### src/rtl/serfifo_pkg.sv
package serfifo_pkg;

    parameter int unsigned FIFO_ENTRIES = 32;
    parameter int unsigned WORD_BITS    = 32;
    parameter int unsigned LEVEL_BITS   = 7;
    parameter int unsigned MARK_BITS    = 5;
    parameter int unsigned NUM_MARKS    = 3;
    parameter int unsigned MARK_STRIDE  = 10;
    parameter int unsigned THR_LSB      = 2;

    typedef enum logic [1:0] {
        W_BYTE     = 2'd0,
        W_HALF     = 2'd1,
        W_WORD     = 2'd2,
        W_WORD_ALT = 2'd3
    } width_e;

    // packed: start is bit 1, clear is bit 0
    typedef struct packed {
        logic start;
        logic clear;
    } opword_t;

    function automatic logic [WORD_BITS-1:0] lane_mask(width_e w, logic [WORD_BITS-1:0] d);
        case (w)
            W_BYTE:  return {{(WORD_BITS-8){1'b0}}, d[7:0]};
            W_HALF:  return {{(WORD_BITS-16){1'b0}}, d[15:0]};
            default: return d;
        endcase
    endfunction

    function automatic logic level_hit(logic rx_dir, logic [LEVEL_BITS-1:0] lvl,
                                       logic [LEVEL_BITS-1:0] ref_v);
        return rx_dir ? (lvl >= ref_v) : (lvl <= ref_v);
    endfunction

    function automatic logic [MARK_BITS-1:0] mark_default(logic rx_dir, int idx);
        case (idx)
            0:       return rx_dir ? MARK_BITS'(4)  : MARK_BITS'(27);
            1:       return MARK_BITS'(14);
            default: return rx_dir ? MARK_BITS'(27) : MARK_BITS'(4);
        endcase
    endfunction

endpackage

### src/rtl/serfifo_cfg.sv
module serfifo_cfg
    import serfifo_pkg::*;
#(
    parameter bit          IS_RX   = 1'b0,
    parameter int unsigned DEPTH   = FIFO_ENTRIES,
    parameter int unsigned LVL_W   = LEVEL_BITS,
    parameter int unsigned MARK_W  = MARK_BITS,
    parameter int unsigned N_MARKS = NUM_MARKS,
    parameter int unsigned STRIDE  = MARK_STRIDE,
    localparam int unsigned CFG_W  = LVL_W + THR_LSB,
    localparam int unsigned MWORD_W = (N_MARKS - 1) * STRIDE + MARK_W
) (
    input  logic                           clk,
    input  logic                           rst,
    input  logic                           op_wr,
    input  logic [1:0]                     op_wdata,
    input  logic                           cfg_wr,
    input  logic [CFG_W-1:0]               cfg_wdata,
    input  logic                           mark_wr,
    input  logic [MWORD_W-1:0]             mark_wdata,
    output opword_t                        op_q,
    output width_e                         wid_q,
    output logic [LVL_W-1:0]               thr_q,
    output logic [N_MARKS-1:0][MARK_W-1:0] marks_q
);

    always_ff @(posedge clk) begin
        if (rst) begin
            op_q  <= '0;
            wid_q <= W_WORD;
            thr_q <= LVL_W'(DEPTH / 2);
            for (int k = 0; k < int'(N_MARKS); k++)
                marks_q[k] <= mark_default(IS_RX, k);
        end else begin
            if (op_wr)
                op_q <= opword_t'(op_wdata);
            if (cfg_wr) begin
                wid_q <= width_e'(cfg_wdata[1:0]);
                thr_q <= cfg_wdata[THR_LSB +: LVL_W];
            end
            if (mark_wr)
                for (int k = 0; k < int'(N_MARKS); k++)
                    marks_q[k] <= mark_wdata[k*STRIDE +: MARK_W];
        end
    end

endmodule

### src/rtl/serfifo_store.sv
module serfifo_store #(
    parameter int unsigned DEPTH = 32,
    parameter int unsigned DW    = 32,
    parameter int unsigned LVL_W = 7,
    localparam int unsigned AW   = $clog2(DEPTH)
) (
    input  logic             clk,
    input  logic             rst,
    input  logic             clr,
    input  logic             push,
    input  logic [DW-1:0]    push_data,
    input  logic             pop,
    output logic [DW-1:0]    pop_data,
    output logic [LVL_W-1:0] level,
    output logic             ovf,
    output logic             udf
);

    localparam logic [LVL_W-1:0] FULL_LVL = LVL_W'(DEPTH);
    localparam logic [AW-1:0]    LAST_IDX = AW'(DEPTH - 1);

    logic [DW-1:0] mem [DEPTH];
    logic [AW-1:0] wp, rp;
    logic          pop_ok, push_ok;

    assign pop_ok  = pop & ~clr & (level != '0);
    assign push_ok = push & ~clr & ((level != FULL_LVL) | pop_ok);

    always_ff @(posedge clk) begin
        if (push_ok)
            mem[wp] <= push_data;
    end

    always_ff @(posedge clk) begin
        if (rst || clr) begin
            wp       <= '0;
            rp       <= '0;
            level    <= '0;
            ovf      <= 1'b0;
            udf      <= 1'b0;
            pop_data <= '0;
        end else begin
            if (push_ok)
                wp <= (wp == LAST_IDX) ? '0 : wp + 1'b1;
            if (pop_ok) begin
                pop_data <= mem[rp];
                rp       <= (rp == LAST_IDX) ? '0 : rp + 1'b1;
            end else if (pop) begin
                pop_data <= '0;
                udf      <= 1'b1;
            end
            if (push && !push_ok)
                ovf <= 1'b1;
            level <= level + LVL_W'(push_ok) - LVL_W'(pop_ok);
        end
    end


    lvl_bound_chk: assert property (@(posedge clk) disable iff (rst)
        level <= FULL_LVL);


    clr_empties_chk: assert property (@(posedge clk) disable iff (rst)
        clr |=> (level == '0) && !ovf && !udf);


    full_drop_chk: assert property (@(posedge clk) disable iff (rst)
        (level == FULL_LVL && push && !pop && !clr) |=> (level == FULL_LVL) && ovf);


    ovf_sticky_chk: assert property (@(posedge clk) disable iff (rst)
        (ovf && !clr) |=> ovf);


    empty_pop_chk: assert property (@(posedge clk) disable iff (rst)
        (level == '0 && pop && !push && !clr) |=> (pop_data == '0) && udf && (level == '0));

endmodule

### src/rtl/serfifo_mark_cmp.sv
module serfifo_mark_cmp
    import serfifo_pkg::*;
#(
    parameter bit          IS_RX = 1'b0,
    parameter int unsigned LVL_W = LEVEL_BITS,
    parameter int unsigned REF_W = MARK_BITS
) (
    input  logic [LVL_W-1:0] lvl,
    input  logic [REF_W-1:0] ref_v,
    output logic             hit
);

    assign hit = level_hit(IS_RX, LEVEL_BITS'(lvl), LEVEL_BITS'(ref_v));

endmodule

### src/rtl/serfifo_wm.sv
module serfifo_wm
    import serfifo_pkg::*;
#(
    parameter bit          IS_RX   = 1'b0,
    parameter int unsigned DEPTH   = FIFO_ENTRIES,
    parameter int unsigned DW      = WORD_BITS,
    parameter int unsigned LVL_W   = LEVEL_BITS,
    parameter int unsigned MARK_W  = MARK_BITS,
    parameter int unsigned N_MARKS = NUM_MARKS,
    parameter int unsigned STRIDE  = MARK_STRIDE,
    localparam int unsigned CFG_W   = LVL_W + THR_LSB,
    localparam int unsigned MWORD_W = (N_MARKS - 1) * STRIDE + MARK_W,
    localparam int unsigned STAT_W  = LVL_W + 2
) (
    input  logic               clk,
    input  logic               rst,
    input  logic               op_wr,
    input  logic [1:0]         op_wdata,
    input  logic               cfg_wr,
    input  logic [CFG_W-1:0]   cfg_wdata,
    input  logic               mark_wr,
    input  logic [MWORD_W-1:0] mark_wdata,
    input  logic               bus_req,
    input  logic [DW-1:0]      bus_wdata,
    output logic [DW-1:0]      bus_rdata,
    input  logic               sh_req,
    input  logic [DW-1:0]      sh_wdata,
    output logic [DW-1:0]      sh_rdata,
    output logic [STAT_W-1:0]  status,
    output logic               thr_irq,
    output logic               full_irq,
    output logic               empty_irq,
    output logic               ovf_flag,
    output logic               udf_flag,
    output logic [N_MARKS-1:0] mark_hit
);

    opword_t                        op_q;
    width_e                         wid_q;
    logic [LVL_W-1:0]               thr_q;
    logic [N_MARKS-1:0][MARK_W-1:0] marks_q;
    logic                           run, clr;
    logic                           push, pop;
    logic [DW-1:0]                  push_raw, pop_data;
    logic [LVL_W-1:0]               level;

    serfifo_cfg #(
        .IS_RX(IS_RX), .DEPTH(DEPTH), .LVL_W(LVL_W), .MARK_W(MARK_W),
        .N_MARKS(N_MARKS), .STRIDE(STRIDE)
    ) u_cfg (
        .clk, .rst, .op_wr, .op_wdata, .cfg_wr, .cfg_wdata, .mark_wr, .mark_wdata,
        .op_q, .wid_q, .thr_q, .marks_q
    );

    assign clr = op_q.clear;
    assign run = op_q.start & ~op_q.clear;

    // direction picks which side writes and which side reads
    assign push     = IS_RX ? (sh_req & run) : bus_req;
    assign pop      = IS_RX ? bus_req : (sh_req & run);
    assign push_raw = IS_RX ? sh_wdata : bus_wdata;

    assign bus_rdata = IS_RX ? pop_data : '0;
    assign sh_rdata  = IS_RX ? '0 : pop_data;

    serfifo_store #(.DEPTH(DEPTH), .DW(DW), .LVL_W(LVL_W)) u_store (
        .clk, .rst, .clr,
        .push, .push_data(lane_mask(wid_q, push_raw)), .pop,
        .pop_data, .level, .ovf(ovf_flag), .udf(udf_flag)
    );

    assign full_irq  = (level == LVL_W'(DEPTH));
    assign empty_irq = (level == '0);
    assign status    = {empty_irq, full_irq, level};

    serfifo_mark_cmp #(.IS_RX(IS_RX), .LVL_W(LVL_W), .REF_W(LVL_W)) u_thr (
        .lvl(level), .ref_v(thr_q), .hit(thr_irq)
    );

    for (genvar k = 0; k < int'(N_MARKS); k++) begin : g_mark
        serfifo_mark_cmp #(.IS_RX(IS_RX), .LVL_W(LVL_W), .REF_W(MARK_W)) u_mk (
            .lvl(level), .ref_v(marks_q[k]), .hit(mark_hit[k])
        );
    end


    stop_hold_chk: assert property (@(posedge clk) disable iff (rst)
        (!run && !bus_req && !clr) |=> (level == $past(level)));


    stop_keeps_chk: assert property (@(posedge clk) disable iff (rst)
        (op_wr && op_wdata == 2'b00 && !clr && !bus_req && !sh_req && level != '0)
        |=> (level == $past(level)) && (level != '0));


    flags_excl_chk: assert property (@(posedge clk) disable iff (rst)
        !(full_irq && empty_irq));

endmodule

### config.mk
export PLATFORM = sky130hd
export DESIGN_NAME = serfifo_wm
export DESIGN_NICKNAME = d
export VERILOG_FILES = /design/src/rtl/serfifo_pkg.sv /design/src/rtl/serfifo_cfg.sv /design/src/rtl/serfifo_store.sv /design/src/rtl/serfifo_mark_cmp.sv /design/src/rtl/serfifo_wm.sv
export SDC_FILE = /design/constraint.sdc
export NUM_CORES = 1
export LEC_CHECK = 0
export BUFFER_PORTS_ARGS = -buffer_cell sky130_fd_sc_hd__buf_2
export CAP_MARGIN = 20
export CORE_ASPECT_RATIO = 1.5
export CORE_UTILIZATION = 30
export DETAILED_ROUTE_END_ITERATION = 12
export PLACE_DENSITY = 0.48
export SLEW_MARGIN = 40
export SYNTH_ARGS = -nofsm -noshare
export SYNTH_HDL_FRONTEND = slang
export SYNTH_HIERARCHICAL = 1
export SYNTH_SLANG_ARGS = --single-unit
### constraint.sdc
create_clock -name clk -period 4.6 [get_ports clk]
set_input_delay 0.46 -clock clk [delete_from_list [all_inputs] [get_ports clk]]
set_output_delay 0.46 -clock clk [all_outputs]
set_load 0.03 [all_outputs]
Word level (Yosys, flattened, before mapping)
Memory sizes are Yosys's and may differ from the RTL's. A register that Yosys moved wholly into a read port is not among the register bits.
Index checks and enable logic that the tools add are counted.
{"block": "word_totals", "reg_bits": 77, "ramBits": 1024, "inputBits": 107, "out_inout_bits": 81, "elab_cells": 53, "mem_count": 1}
{"memory": "u_store.mem", "depth": 32, "word_bits": 32, "read_ports": 1, "rd_ports_with_merged_regs": 1, "wr": 1, "line": "serfifo_store.sv:22", "rtl": "logic [DW-1:0] mem [DEPTH];"}
{"block": "classes", "addsub": 4, "order_cmp": 4, "eq_ne": 5, "muxes": 9, "n_bitwise": 9, "reduce_logical": 8}
{"op": "$mux W32", "n": 2}
{"op": "$pmux W32 S2", "n": 1}
{"op": "$le A7 B5 Y1", "n": 3}
{"op": "$mux W5", "n": 4}
{"op": "$add A5 B1 Y5 const B", "n": 2}
{"op": "$eq A5 B5 Y1 const B", "n": 2}
{"op": "$add A7 B1 Y7", "n": 1}
{"op": "$eq A7 B6 Y1 const B", "n": 1}
{"op": "$le A7 B7 Y1", "n": 1}
{"op": "$logic_not A7 Y1", "n": 1}
{"op": "$ne A7 B6 Y1 const B", "n": 1}
{"op": "$reduce_bool A7 Y1", "n": 1}
{"op": "$sub A7 B1 Y7", "n": 1}
{"op": "$and A1 B1 Y1", "n": 6}
{"op": "$eq A2 B1 Y1 const B", "n": 1}
{"op": "$logic_not A2 Y1", "n": 1}
{"op": "$mux W1", "n": 2}
{"op": "$not A1 Y1", "n": 2}
{"op": "$reduce_and A2 Y1", "n": 1}
{"op": "$reduce_bool A2 Y1", "n": 1}
{"op": "$logic_and A1 B1 Y1", "n": 1}
{"op": "$logic_not A1 Y1", "n": 1}
{"op": "$logic_or A1 B1 Y1", "n": 1}
{"op": "$or A1 B1 Y1", "n": 1}

Depth between registers and ports, before layout
{"block": "depth", "word_depth": 9, "depth_mapped": 16, "ltp_nobuf": 15}

Hierarchy
Netlist, hierarchy kept.
{"module": "serfifo_store", "n_inst": 1, "cells_per_inst": 2071, "area_each_um2": 42005.3, "seq_area_each_um2": 31870.6}
{"module": "serfifo_cfg", "n_inst": 1, "cells_per_inst": 84, "area_each_um2": 959.7, "seq_area_each_um2": 520.5}
{"module": "serfifo_wm", "n_inst": 1, "cells_per_inst": 66, "area_each_um2": 456.7, "seq_area_each_um2": 0.0}
{"module": "serfifo_mark_cmp at g_mark[0].u_mk ...", "n_inst": 3, "cells_per_inst": 17, "area_each_um2": 132.6, "seq_area_each_um2": 0.0}
{"module": "serfifo_mark_cmp at u_thr", "n_inst": 1, "cells_per_inst": 24, "area_each_um2": 171.4, "seq_area_each_um2": 0.0}

Least setup slack after synthesis
No wires, ideal clock.
{"block": "synth_path", "kind": "flip-flop to flip-flop", "from": "reg u_store.level[4]", "to": "mem u_store.mem[29][0], enable pin", "setup_ns": 0.421, "arrival_ns": 3.250, "required_ns": 4.179, "slack_ns": 0.929, "path_stages_with_launch": 7, "path_buffers": 0, "period_less_slack_ns": 3.671, "path_cell_list": "dfxtp_1 -> inv_1 -> ha_1 -> nand2b_1 -> a311oi_2 -> nand2_1 -> nor2_1"}
{"block": "synth_via", "elab_chain_len": 6, "elab_cells_between_ends": 7, "cone_classes": "eq/ne: 1; mux: 2; bitwise: 3; reduce/logical: 1"}
{"element": "start: declaration", "line": "serfifo_store.sv:14", "rtl": "output logic [LVL_W-1:0] level,"}
{"element": "start signal: assignment", "line": "serfifo_store.sv:54", "rtl": "level <= level + LVL_W'(push_ok) - LVL_W'(pop_ok);"}
{"element": "$reduce_bool A7 Y1", "line": "serfifo_store.sv:26", "rtl": "assign pop_ok = pop & ~clr & (level != '0);"}
{"element": "$and A1 B1 Y1", "line": "serfifo_store.sv:26"}
{"element": "$or A1 B1 Y1 (*)", "line": "serfifo_store.sv:27", "rtl": "assign push_ok = push & ~clr & ((level != FULL_LVL) | pop_ok);"}
{"element": "$and A1 B1 Y1 (*)", "line": "serfifo_store.sv:27"}
{"element": "$mux W1 (*)", "line": "serfifo_store.sv:30", "rtl": "if (push_ok)"}
{"element": "$mux W1 (not written as such) (*)", "line": "serfifo_store.sv:31", "rtl": "mem[wp] <= push_data;"}
{"element": "end: declaration", "line": "serfifo_store.sv:22"}
Mark *: on every way between the ends. The rest lies on a longest branch, timed or not.

Final worst setup path
{"block": "layout_path", "from": "reg u_store.level[4]", "to": "mem u_store.mem[25][4], enable pin"}
Same word-level chain as after synthesis.

==> flow_summary.json <==
{
  "clock-sinks": 1106,
  "synth_top_area_share_pct": 69.90,
  "critPathKind": "flip-flop to flip-flop",
  "io_buffers": 113,
  "yosysSeqAreaShare_pct": 73.63,
  "first_iter_violations": 1844,
  "worstSetupEndpointType": "flip-flop",
  "post_dp_cell_area_sq_um": 47270,
  "holdPathEnd": "u_cfg/op_q[1]",
  "clk_pin_slew_ns": 0.06,
  "crit_arrival_ns": 4.26,
  "layout-drive-gt1-share_pct": 24.90,
  "drv_cap": 0,
  "cts_tree": "built",
  "dp_hpwl_um": 71880,
  "multi_input_area_sq_um": 10960,
  "synth_ff_type": "edfxtp_1",
  "grt_overflow": 0,
  "drc": 0,
  "ys_seq_elements": 1106,
  "wire_per_inst_um": 27.70,
  "synth.avg_cell_area_sq_um": 19.16,
  "rows": 171,
  "synth_area_sq_um": 43990,
  "grt_max_degree": 100,
  "cp-start-kind": "flip-flop",
  "peakVddDrop_mv": 0.2666,
  "synth_edf_count": 1024,
  "clk-insertion-delay-late_ns": 0.72,
  "routed_wl_um": 124300,
  "cellLeakagePower_uw": 0.01597,
  "min_period_ns": 3.923,
  "layout_worst_path_cycle_share_pct": 85.29,
  "via_count": 22440,
  "grt_pass1_wl_um": 176000,
  "setup_viol_count_final": 0,
  "seqCellArea_sq_um": 32400,
  "numCtsBuffers": 106,
  "antenna_found_initial": 7,
  "area_delta_synth_final_pct": 16.28,
  "ctsHtreeMaxLevel": 3,
  "finalInstanceArea_sq_um": 51150,
  "cp_max_fo": 26,
  "start_util_pct": 30.33,
  "routed_via_density": 5.000,
  "drt_first_pass_iters": 5,
  "status": "finished clean",
  "slew_viol_final": 0,
  "track_usage_pct": 16.82,
  "nets": 2636,
  "setup_tns_ns": 0,
  "r2r_cells": 7,
  "die_x_um": 314.7,
  "powerDensity_nw_per_um2": 426.1,
  "ios": 188,
  "postCtsSetupBuffers": 0,
  "reg2reg_to": "u_store/mem[25][4]",
  "hold_class": "input port to flip-flop",
  "syn_inst": 2296,
  "netlist_top_cells_area": "edfxtp_1, mux4_2, mux2i_1",
  "first_global_vias": 23650,
  "required_ns": 4.93,
  "worstHoldStart": "op_wr",
  "final_core_util_pct": 35.26,
  "max_slew_margin_pct": 40.14,
  "finalNonFillerCells": 4487,
  "fillCellCount": 13610,
  "synth_top_area_cell": "edfxtp_1",
  "synthArstFlopShare_pct": 0,
  "rsz0062_at_grt": "no",
  "hold_depth": 3,
  "yosys_warnings": 6,
  "yosysMostFrequentCell": "edfxtp_1",
  "fp.coreArea_sq_um": 145100,
  "worst_pin_slew_ns": 0.8957,
  "fmax_ghz": 0.2549,
  "r2r_start": "u_store/level[4]",
  "dieArea_sq_um": 148200,
  "die_h_um": 471.0,
  "yosysUniqueCellTypes": 66,
  "p_total_uw": 21790,
  "root_buffer": "clkbuf_16",
  "netlist_top_cells_count": "edfxtp_1, mux4_2, mux2i_1",
  "hold_viol": 0,
  "clock_skew_ns": 0.02440,
  "dp_cells": 4256,
  "gp_congestion": 0.7844,
  "cts_buffer_depth": 3,
  "ant_nets": 0,
  "regToRegSetupSlack_ns": 0.68
}
[worst max path at each step]
stage	start	to	slack, ns	depth (start not counted)
after floorplan	u_store/level[4]	u_store/mem[29][0]	0.93	6
after global placement	sh_req	u_store/level[6]	0.62	17
after detailed placement	sh_req	u_store/mem[22][10]	0.71	9
after CTS	u_store/level[4]	u_store/mem[9][0]	0.71	7
after global routing	u_store/level[4]	u_store/mem[25][28]	0.52	7
final	u_store/level[4]	u_store/mem[25][4]	0.68	7
[metal layers]
layer,vias up,global-route usage [%],share of wire (%),wire length (um)
met2,591,29.98,52,65140
li1,9601,-,-,-
met5,-,0,0.019,23
met1,12080,20.79,41,50640
met3,157,2.167,4.2,5200
met4,4,5.666,2.6,3275
[critical path, stage by stage, from the launching register on]
cell,delay (ns)
dfxtp_1,0.58
inv_1,0.16
ha_1,0.27
nand2b_1,0.16
a311oi_2,0.59
nand2_1,0.67
nor2_4,0.47
buf_4,0.59
[where the power goes]
part           total (uW)  switching, uW  internal (uW)
registers           11300            112          11200
clock network        8900           3830           5070
logic                1620           1060            561
[final cells by class]
cell class / count / share of cell area, %
flip-flops and latches: 1106 / 63.35
clock buffers: 146 / 5.917
clock inverters: 55 / 1.059
inverters: 41 / 0.3009
repair buffers: 208 / 3.278
diodes: 2 / 0.009784
multi-input cells: 1026 / 21.43
well taps: 1903 / 4.655
[logic make-up after synthesis]
kind of cell               share of synthesized area (%)
DFF                                                73.63
muxes                                              15.40
and+or+nand+nor                                    3.524
AOI/OAI and AO/OA                                  3.680
buffers and inverters                              2.520
adders and majority gates                          1.155
xor gates and xnor gates                         0.07965
other                                           0.008524
[stage by stage]
stage / worst slack [ns] / hold slack, ns
floorplan: 0.9286 / 0.4547
global placement: 0.6153 / 0.4791
detailed placement: 0.7120 / 0.4869
CTS: 0.7112 / 0.01683
global route: 0.5226 / 0.06415
finish: 0.6769 / 0.07984
[sequential cells by signal (all words and copies together), names as in the netlist, 2 cells and up, named ones only]
signal	flops
u_cfg/wid_q	2
u_store/mem	1024
u_store/pop_data	32
u_cfg/op_q	2
u_cfg/marks_q	15
u_store/rp	5
u_cfg/thr_q	7
u_store/level	7
u_store/wp	5
[cell usage in the layout, fill, tap and decap left out, types with 13 or more instances in the layout]
cell type / n
o211ai_1: 31
o22ai_1: 34
a22o_1: 28
mux2_1: 41
nand2b_1: 34
nor2_4: 34
o32a_1: 30
mux2i_1: 177
buf_12: 25
clkbuf_8: 16
clkbuf_16: 109
and2_2: 13
mux2_2: 19
buf_4: 43
mux4_2: 191
dlygate4sd3_1: 26
clkbuf_1: 21
nor3_1: 33
conb_1: 32
nor2_1: 94
dfxtp_1: 77
nand2_1: 15
clkinv_2: 21
edfxtp_1: 1024
inv_1: 40
buf_2: 113
ha_1: 39
a21oi_1: 52
[repair_timing]
action,4_1_cts,5_1_grt
hold buffers,26,0
resized for setup,0,0
endpoints found under the hold margin,26,0
No activity file was read; power rests on OpenSTA's default activity.
